--- src/rtl/wdt_pkg.sv ---
// Shared constants and helpers for the BCD watchdog.
// Assumes a four-digit count split into two bytes on a 4-bit address bus.
package wdt_pkg;
    localparam int DIGITS  = 4;
    localparam int CNT_W   = DIGITS * 4;
    localparam int ADDR_W  = 4;
    localparam int DATA_W  = 8;

    localparam logic [ADDR_W-1:0] ADR_HUND = 4'hC;
    localparam logic [ADDR_W-1:0] ADR_SECS = 4'hD;
    localparam logic [ADDR_W-1:0] ADR_STAT = 4'hE;
    localparam logic [ADDR_W-1:0] ADR_CTRL = 4'hF;

    localparam int STAT_FLAG_BIT  = 1;
    localparam int CTRL_EN_BIT    = 1;
    localparam int CTRL_STEER_BIT = 0;

    // Clamp every nibble of a byte to a legal BCD digit.
    function automatic logic [DATA_W-1:0] bcd_sat(input logic [DATA_W-1:0] b);
        logic [DATA_W-1:0] r;
        for (int i = 0; i < DATA_W / 4; i++) begin
            r[i*4 +: 4] = (b[i*4 +: 4] > 4'd9) ? 4'd9 : b[i*4 +: 4];
        end
        return r;
    endfunction
endpackage

--- src/rtl/wdt_bcd_digit.sv ---
// One BCD digit of the down-counter.
// Loads a value or steps down by one when a borrow arrives; wraps 0 to 9 and
// passes the borrow on. Assumes the load value is already a legal digit.
module wdt_bcd_digit (
    input  logic       clk,
    input  logic       rst_n,
    input  logic       load,
    input  logic [3:0] load_val,
    input  logic       borrow_in,
    output logic [3:0] digit,
    output logic       borrow_out
);
    // Borrow ripples on only when this digit wraps.
    assign borrow_out = borrow_in && (digit == 4'd0);

    // Digit register: reset, load, or decrement with wrap.
    always_ff @(posedge clk) begin
        if (!rst_n) begin
            digit <= 4'd0;
        end else if (load) begin
            digit <= load_val;
        end else if (borrow_in) begin
            digit <= (digit == 4'd0) ? 4'd9 : digit - 4'd1;
        end
    end
endmodule

--- src/rtl/wdt_bcd_count.sv ---
// Multi-digit BCD down-counter built as a chain of digit cells.
// The caller must only assert dec when the count is non-zero.
module wdt_bcd_count #(
    parameter int NDIG = wdt_pkg::DIGITS,
    localparam int W   = NDIG * 4
) (
    input  logic         clk,
    input  logic         rst_n,
    input  logic         load,
    input  logic [W-1:0] load_val,
    input  logic         dec,
    output logic [W-1:0] count,
    output logic         is_zero,
    output logic         is_one
);
    logic [NDIG:0] borrow;

    // The lowest digit takes the decrement request as its borrow.
    assign borrow[0] = dec;

    for (genvar g = 0; g < NDIG; g++) begin : g_dig
        wdt_bcd_digit u_dig (
            .clk        (clk),
            .rst_n      (rst_n),
            .load       (load),
            .load_val   (load_val[g*4 +: 4]),
            .borrow_in  (borrow[g]),
            .digit      (count[g*4 +: 4]),
            .borrow_out (borrow[g+1])
        );
    end

    // Terminal-value decodes used for idling and expiry.
    assign is_zero = (count == '0);
    assign is_one  = (count == W'(1));
endmodule

--- src/rtl/wdt_pulse.sv ---
// Fixed-width pulse stretcher.
// A fire request (re)starts a high output lasting WIDTH clocks.
module wdt_pulse #(
    parameter int WIDTH = 4,
    localparam int CW   = $clog2(WIDTH + 1)
) (
    input  logic clk,
    input  logic rst_n,
    input  logic fire,
    output logic pulse
);
    logic [CW-1:0] left_q;

    // Remaining-cycles counter.
    always_ff @(posedge clk) begin
        if (!rst_n) begin
            left_q <= '0;
        end else if (fire) begin
            left_q <= CW'(WIDTH);
        end else if (left_q != '0) begin
            left_q <= left_q - CW'(1);
        end
    end

    // The output is high while cycles remain.
    assign pulse = (left_q != '0);
endmodule

--- src/rtl/wdt_regs.sv ---
// Register file of the watchdog: programmed count, control, sticky flag and
// interrupt level, plus read mux. Assumes one access per clock.
module wdt_regs
    import wdt_pkg::*;
(
    input  logic              clk,
    input  logic              rst_n,
    input  logic              wr_en,
    input  logic              rd_en,
    input  logic [ADDR_W-1:0] addr,
    input  logic [DATA_W-1:0] wdata,
    input  logic [CNT_W-1:0]  count,
    input  logic              expire,
    output logic [DATA_W-1:0] rdata,
    output logic              load,
    output logic [CNT_W-1:0]  load_val,
    output logic              en,
    output logic              steer,
    output logic              flag,
    output logic              irq
);
    logic [DATA_W-1:0] hund_q, secs_q, wsat;
    logic              wr_hund, wr_secs, wr_ctrl, rd_stat;

    // Access decode.
    assign wr_hund = wr_en && (addr == ADR_HUND);
    assign wr_secs = wr_en && (addr == ADR_SECS);
    assign wr_ctrl = wr_en && (addr == ADR_CTRL);
    assign rd_stat = rd_en && (addr == ADR_STAT);
    assign wsat    = bcd_sat(wdata);

    // Reload request and value, using the byte being written.
    assign load     = wr_hund || wr_secs;
    assign load_val = wr_hund ? {secs_q, wsat} : {wsat, hund_q};

    // Programmed count bytes.
    always_ff @(posedge clk) begin
        if (!rst_n) begin
            hund_q <= '0;
            secs_q <= '0;
        end else begin
            if (wr_hund) hund_q <= wsat;
            if (wr_secs) secs_q <= wsat;
        end
    end

    // Control bits.
    always_ff @(posedge clk) begin
        if (!rst_n) begin
            en    <= 1'b0;
            steer <= 1'b0;
        end else if (wr_ctrl) begin
            en    <= wdata[CTRL_EN_BIT];
            steer <= wdata[CTRL_STEER_BIT];
        end
    end

    // Sticky flag and interrupt level; a new expiry beats a status read.
    always_ff @(posedge clk) begin
        if (!rst_n) begin
            flag <= 1'b0;
            irq  <= 1'b0;
        end else begin
            if (expire)       flag <= 1'b1;
            else if (rd_stat) flag <= 1'b0;
            if (expire && !steer) irq <= 1'b1;
            else if (rd_stat)     irq <= 1'b0;
        end
    end

    // Read mux.
    always_comb begin
        rdata = '0;
        case (addr)
            ADR_HUND: rdata = count[7:0];
            ADR_SECS: rdata = count[15:8];
            ADR_STAT: rdata[STAT_FLAG_BIT] = flag;
            ADR_CTRL: begin
                rdata[CTRL_EN_BIT]    = en;
                rdata[CTRL_STEER_BIT] = steer;
            end
            default:  rdata = '0;
        endcase
    end
endmodule

--- src/rtl/bcd_watchdog.sv ---
// Top of the BCD countdown watchdog.
// Ties the register file, BCD down-counter and reset-pulse stretcher together.
// Assumes tick is a one-clock pulse synchronous to clk.
module bcd_watchdog
    import wdt_pkg::*;
#(
    parameter int RST_CYCLES = 4
) (
    input  logic              clk,
    input  logic              rst_n,
    input  logic              tick,
    input  logic              wr_en,
    input  logic              rd_en,
    input  logic [ADDR_W-1:0] addr,
    input  logic [DATA_W-1:0] wdata,
    output logic [DATA_W-1:0] rdata,
    output logic              wd_reset,
    output logic              wd_irq
);
    logic [CNT_W-1:0] count_q, load_val;
    logic             load, dec, expire, is_zero, is_one;
    logic             ctrl_en, ctrl_steer, flag;

    // Decrement qualification and expiry detection.
    assign dec    = tick && ctrl_en && !is_zero && !load;
    assign expire = dec && is_one;

    wdt_regs u_regs (
        .clk      (clk),
        .rst_n    (rst_n),
        .wr_en    (wr_en),
        .rd_en    (rd_en),
        .addr     (addr),
        .wdata    (wdata),
        .count    (count_q),
        .expire   (expire),
        .rdata    (rdata),
        .load     (load),
        .load_val (load_val),
        .en       (ctrl_en),
        .steer    (ctrl_steer),
        .flag     (flag),
        .irq      (wd_irq)
    );

    wdt_bcd_count #(.NDIG(DIGITS)) u_cnt (
        .clk      (clk),
        .rst_n    (rst_n),
        .load     (load),
        .load_val (load_val),
        .dec      (dec),
        .count    (count_q),
        .is_zero  (is_zero),
        .is_one   (is_one)
    );

    wdt_pulse #(.WIDTH(RST_CYCLES)) u_pulse (
        .clk   (clk),
        .rst_n (rst_n),
        .fire  (expire && ctrl_steer),
        .pulse (wd_reset)
    );
endmodule

--- config.mk ---
export PLATFORM = sky130hd
export DESIGN_NAME = bcd_watchdog
export DESIGN_NICKNAME = d
export VERILOG_FILES = /design/src/rtl/wdt_pkg.sv /design/src/rtl/wdt_bcd_digit.sv /design/src/rtl/wdt_bcd_count.sv /design/src/rtl/wdt_pulse.sv /design/src/rtl/wdt_regs.sv /design/src/rtl/bcd_watchdog.sv
export SDC_FILE = /design/constraint.sdc
export NUM_CORES = 1
export LEC_CHECK = 0
export CAP_MARGIN = 20
export CORE_ASPECT_RATIO = 1.2
export CORE_UTILIZATION = 55
export DETAILED_ROUTE_END_ITERATION = 8
export PLACE_DENSITY_LB_ADDON = 0.3
export SYNTH_ARGS = -nofsm -noshare
export SYNTH_HDL_FRONTEND = slang
export SYNTH_SLANG_ARGS = --single-unit
export TNS_END_PERCENT = 20
--- constraint.sdc ---
create_clock -name clk -period 2.3 [get_ports clk]
set_input_delay 0.575 -clock clk [delete_from_list [all_inputs] [get_ports clk]]
set_output_delay 0.575 -clock clk [all_outputs]
set_load 0.005 [all_outputs]
======== Word-level counts from Yosys, hierarchy flattened ========
Index checks and enable logic that the tools add are counted.
word-level totals
  register bits after elaboration ......... 39
  input port bits ......................... 17
  output and inout bits ................... 10
  logic and storage cells ................. 79
cells by class
  add/sub/neg operators ................... 5
  order comparisons ....................... 2
  eq/ne operators ......................... 5
  muxes and demuxes ....................... 23
  bitwise logic cells ..................... 1
  reductions and logical operators ........ 31
operators by type and width
  kind                 number
  $mux 4               14
  $eq 16x1->1 const B  1
  $eq 4x4->1 const B   4
  $logic_not 16->1     1
  $logic_not 4->1      4
  $mux 16              1
  $sub 4x1->4 const B  4
  $reduce_bool 2->1    7
  $logic_and 1x1->1    13
  $pmux 6 s2           1
  $gt 4x4->1 const B   2
  $mux 3               2
  $pmux 1 s4           1
  $logic_not 1->1      3
  $mux 1               3
  $pmux 1 s3           1
  $reduce_bool 3->1    1
  $sub 3x1->3 const B  1
  $reduce_or 2->1      1
  $logic_or 1x1->1     1
  $not 1->1            1

======== Logic depth before layout (Yosys ltp) ========
Gate-level depths: netlist of run 1.
  depth after elaboration ................. 10
  depth in mapped cells ................... 7

======== Cells and area by module ========
A second synthesis of run 1 with hierarchy kept.
unflattened totals
  cell total of the unflattened synthesis .. 259
  area total of the unflattened synthesis .. 2302.2 um^2
by module, submodules not included
  module         instances  cells an instance  area an instance (um^2)  sequential area each (um^2)
  wdt_regs       1          137                1187.4                   400.4
  wdt_bcd_digit  4          23                 210.2                    80.1
  wdt_pulse      1          18                 167.7                    60.1
  wdt_bcd_count  1          7                  56.3                     0.0
  bcd_watchdog   1          5                  50.0                     0.0

======== Least setup slack after synthesis of run 1 ========
Ideal clock, no wire load.
  path kind ............................... input to output
  start point ............................. input port addr[0]
  end point ............................... output port rdata[5]
  arrival ................................. 1.480 ns
  required time ........................... 1.725 ns
  setup slack ............................. 0.245 ns
  stages on the path ...................... 5
  path buffers ............................ 3
  cell sequence ........................... buf_2 -> buf_2 -> buf_2 -> mux2i_1 -> nor2_1
between the ends
  longest elaborated chain between the ends .. 2
  elaborated cells between the ends (all ways) .. 3
  classes of those cells .................. 2 x eq/ne; 1 x mux
ends and longest elaborated chain
  item                RTL line            text
  start: declaration  bcd_watchdog.sv:14  input logic [ADDR_W-1:0] addr,
  $eq 4x4->1          wdt_regs.sv:74      case (addr)
  $pmux 6 s2 *        wdt_regs.sv:74
  end: declaration    bcd_watchdog.sv:16  output logic [DATA_W-1:0] rdata,
Mark *: on every way between the ends. The rest lies on a longest branch, timed or not.

======== Worst setup path after layout of run 1 ========
  start point ............................. input port addr[3]
  end point ............................... output port rdata[7]
Same word-level chain as after synthesis.

==> metrics.txt, run 1 <==
maximum clock path buffer count 2; wire length of the first global-routing pass 8660 um; register area share after synthesis 35.0%; Synth Instances 266; Post-CTS Setup Inserts 0; max-cap violations 0; share of cells above drive strength 1 18.5%; area of the die 4310 um2; Worst Hold Path EP u_regs.secs_q[1]; fmax between 400 and 500 MHz; type of the most critical hold path flop to flop; Final min period 2300 ps; antenna cell count 0; vias per cell 5.63; register bit total from synthesis 39; Max H-tree Level 2; worst hold-check slack 469 ps; Worst IR Drop VDD 0.000402 V; Mapped Nets about 290; Comb power frac 21.8%; worst hold stages 2; initial antenna violation count 0; Post-Syn Area 2230 um2; GRT Total Usage 26.7%; CTS buffer count 5; asr flop ratio synth 0%; Slew @ Worst Pin 361 ps; CP startpoint kind input pin; Setup-failing EPs final 0; Yosys warning count 0; P_leak 0.00116 uW; flop-to-flop setup slack 630 ps; initial drt markers 89; CTS Root Cell clkbuf_8; switching power 410 uW; number of global-route vias before repair 1924; PD cells 531 nW/um2; # hold bufs at CTS 0; Placed Area 2720 um2; number of detailed-route iterations in the first pass 4; Synth-to-Final Area Change 26.1%; Max transition margin 75.8%; Pint 1080 uW; core area roughly 3900 um2; setup_tns 0 ps; gr ovfl total 0; Ports 27; Synth Flop Type dfxtp_1; Crit path arrival time between 1500 and 2000 ps; wire length per cell between 10 and 15 um; routed wire length about 5200 um; dpl hpwl around 3900 um; # rows 25; sequential share of power between 40% and 50%; status complete, no violations; CP Capture Type output port; # DRC 0; Total Power 1490 uW; Post-synth EDFFs 0; Setup Skew 7.77 ps; via count 2071; Worst-path clk slew 70 ps; CP max stage cell clkdlybuf4s50_1; Net Sw Frac 27.4%; initial core utilization between 50% and 60%; die width 60.1 um; period utilization 99.8%; Clk network pwr share 29.8%; # nets final 333; Slew Viols, Final 0; worst flop-to-flop path startpoint u_cnt.g_dig[2].u_dig.digit[0]; R2R depth 6; CTS tree done; Antenna Nets Post-Route 0; crit-path cells clkdlybuf4s50_1 > nand3b_1 > buf_6 > nor2_1 > dlygate4sd2_1; placed cells 360; Slowest Stage Delay on Critical Path 490 ps; RSZ-0062 raised after global routing yes; hold path start u_regs.secs_q[1]; Fill cells 321; clock latency on the worst-skew pair roughly 300 ps; IO Port Bufs 26; Crit Path Max Fanout 7; clock sinks 39; Final Hold Viols 0; Die Y 71.7 um; syn avg cell area 8.38 um2; largest net degree at the start of global routing between 40 and 50; FF-to-FF End u_cnt.g_dig[3].u_dig.digit[2]; CP required 1730 ps; Synth cell types 46; non-filler cells, final 368; Setup CP Type input pin to output port; design area 2810 um2; Placer Congestion 0.842
-- per-stage QoR --
| step | setup slack, ps | utilization (%) |
|---|---|---|
| after floorplan | 245 | - |
| after global placement | -449 | 69.7 |
| after detailed placement | -457 | 69.7 |
| after CTS | 12.8 | 71.6 |
| after global routing | -6.22 | 71.9 |
| final | 4.15 | 71.9 |
-- metal layers --
layer | vias up | global-route usage (%) | part of all wire, %
li1 | 1041 | - | -
met1 | 963 | 32.4 | 42
met2 | 61 | 45.1 | 52
met3 | 6 | 5.42 | 4.6
met4 | 0 | 10.9 | 2.0
met5 | - | 0 | 0
-- synthesized netlist by cell type (2+ instances only) --
| cell | n | area (um2) |
|---|---|---|
| nand4b_1 | 2 | 17.5 |
| buf_2 | 9 | 45.0 |
| ha_1 | 3 | 37.5 |
| mux2i_1 | 20 | 200 |
| xnor2_1 | 3 | 26.3 |
| dfxtp_1 | 39 | 781 |
| nand3_1 | 18 | 90.1 |
| a21boi_0 | 3 | 22.5 |
| and2_1 | 7 | 43.8 |
| nor4_4 | 2 | 42.5 |
| and4_1 | 2 | 17.5 |
| o21ai_0 | 15 | 75.1 |
| o21ai_1 | 2 | 10.0 |
| nor3_1 | 4 | 20.0 |
| inv_1 | 7 | 26.3 |
| nand4_1 | 6 | 37.5 |
| nand3_2 | 3 | 30.0 |
| clkbuf_1 | 4 | 15.0 |
| a21boi_1 | 6 | 45.0 |
| nor2_1 | 19 | 71.3 |
| o31ai_1 | 2 | 15.0 |
| nor2b_1 | 14 | 87.6 |
| and3_1 | 6 | 37.5 |
| a21oi_1 | 10 | 50.1 |
| nand3b_1 | 3 | 22.5 |
| nand2_1 | 33 | 124 |
| mux2_2 | 5 | 56.3 |
-- worst max-delay path by stage --
stage / startpoint / endpoint / slack [ps] / cells after the start
floorplan: addr[0] / rdata[5] / 240 / 5
CTS: addr[2] / rdata[1] / 10 / 5
global placement: addr[0] / rdata[1] / -450 / 4
global route: u_pulse.left_q[0] / wd_reset / -6 / 5
detailed placement: addr[0] / rdata[1] / -460 / 4
finish: addr[3] / rdata[7] / 4 / 5
-- timing repair --
action | CTS | global route
endpoints found under the setup margin | 9 | 9
resized for setup | 13 | 12
pin swaps | 0 | 0
-- power groups by stage --
stage	clock network (uW)	registers, uW	logic [uW]
after floorplan	0	730	189
after global placement	0	733	296
after detailed placement	0	735	307
after CTS	462	719	311
after global routing	493	725	365
final	446	722	326
-- area by class of cell --
class	instances	area, um2	area share [%]
Clock buffer	5	68.8	2.45
Clock inverter	3	15.0	0.534
Inverter	7	26.3	0.935
Sequential cell	39	782	27.8
Tap cell	54	67.6	2.40
Timing Repair Buffer	53	474	16.9
Multi-Input combinational cell	207	1380	49.0
-- critical path: cells and delay by family --
family,cells,cell delay (ps)
buffers and inverters,3,900
and+or+nand+nor,2,250
-- registers in the layout, summed over array words and instances, names as in the netlist --
register	flops
u_regs.secs_q	8
u_cnt.g_dig.u_dig.digit	16
u_regs.irq	1
u_regs.en	1
u_pulse.left_q	3
u_regs.flag	1
u_regs.steer	1
u_regs.hund_q	8
-- logic make-up (layout without fill, tap and decap cells) --
| group | Yosys count | in the layout | synth area share [%] |
|---|---|---|---|
| multiplexers | 26 | 26 | 12.5 |
| adder cells (fa/ha/maj) | 3 | 3 | 1.68 |
| AO/OA/AOI/OAI | 49 | 49 | 14.1 |
| flip-flops | 39 | 39 | 35.0 |
| AND/OR/NAND/NOR | 126 | 126 | 31.6 |
| buffers and inverters | 20 | 68 | 3.87 |
| XOR/XNOR | 3 | 3 | 1.18 |
-- placed cells by master (no fill, tap or decap), types with 5 or more instances in the layout --
cell type	synthesis	layout
dfxtp_1	39	38
and2_1	7	6
o21ai_0	15	15
nor2b_1	14	14
nand2_1	33	33
inv_1	7	7
a21boi_1	6	6
mux2i_1	20	20
nand3_1	18	18
nor2_1	19	19
a21oi_1	10	10
nand4_1	6	6
mux2_2	5	5
buf_4	0	24
and3_1	6	6
clkdlybuf4s50_1	0	15
clkbuf_8	0	5
(Power assumes the default switching activity.)
==> inputs of run 2 (changes only) <==
- ABC_CLOCK_PERIOD_IN_PS: unset -> 2300
==> results of run 2 <==
Final layout, timing and power as in run 1 (identical DEF).
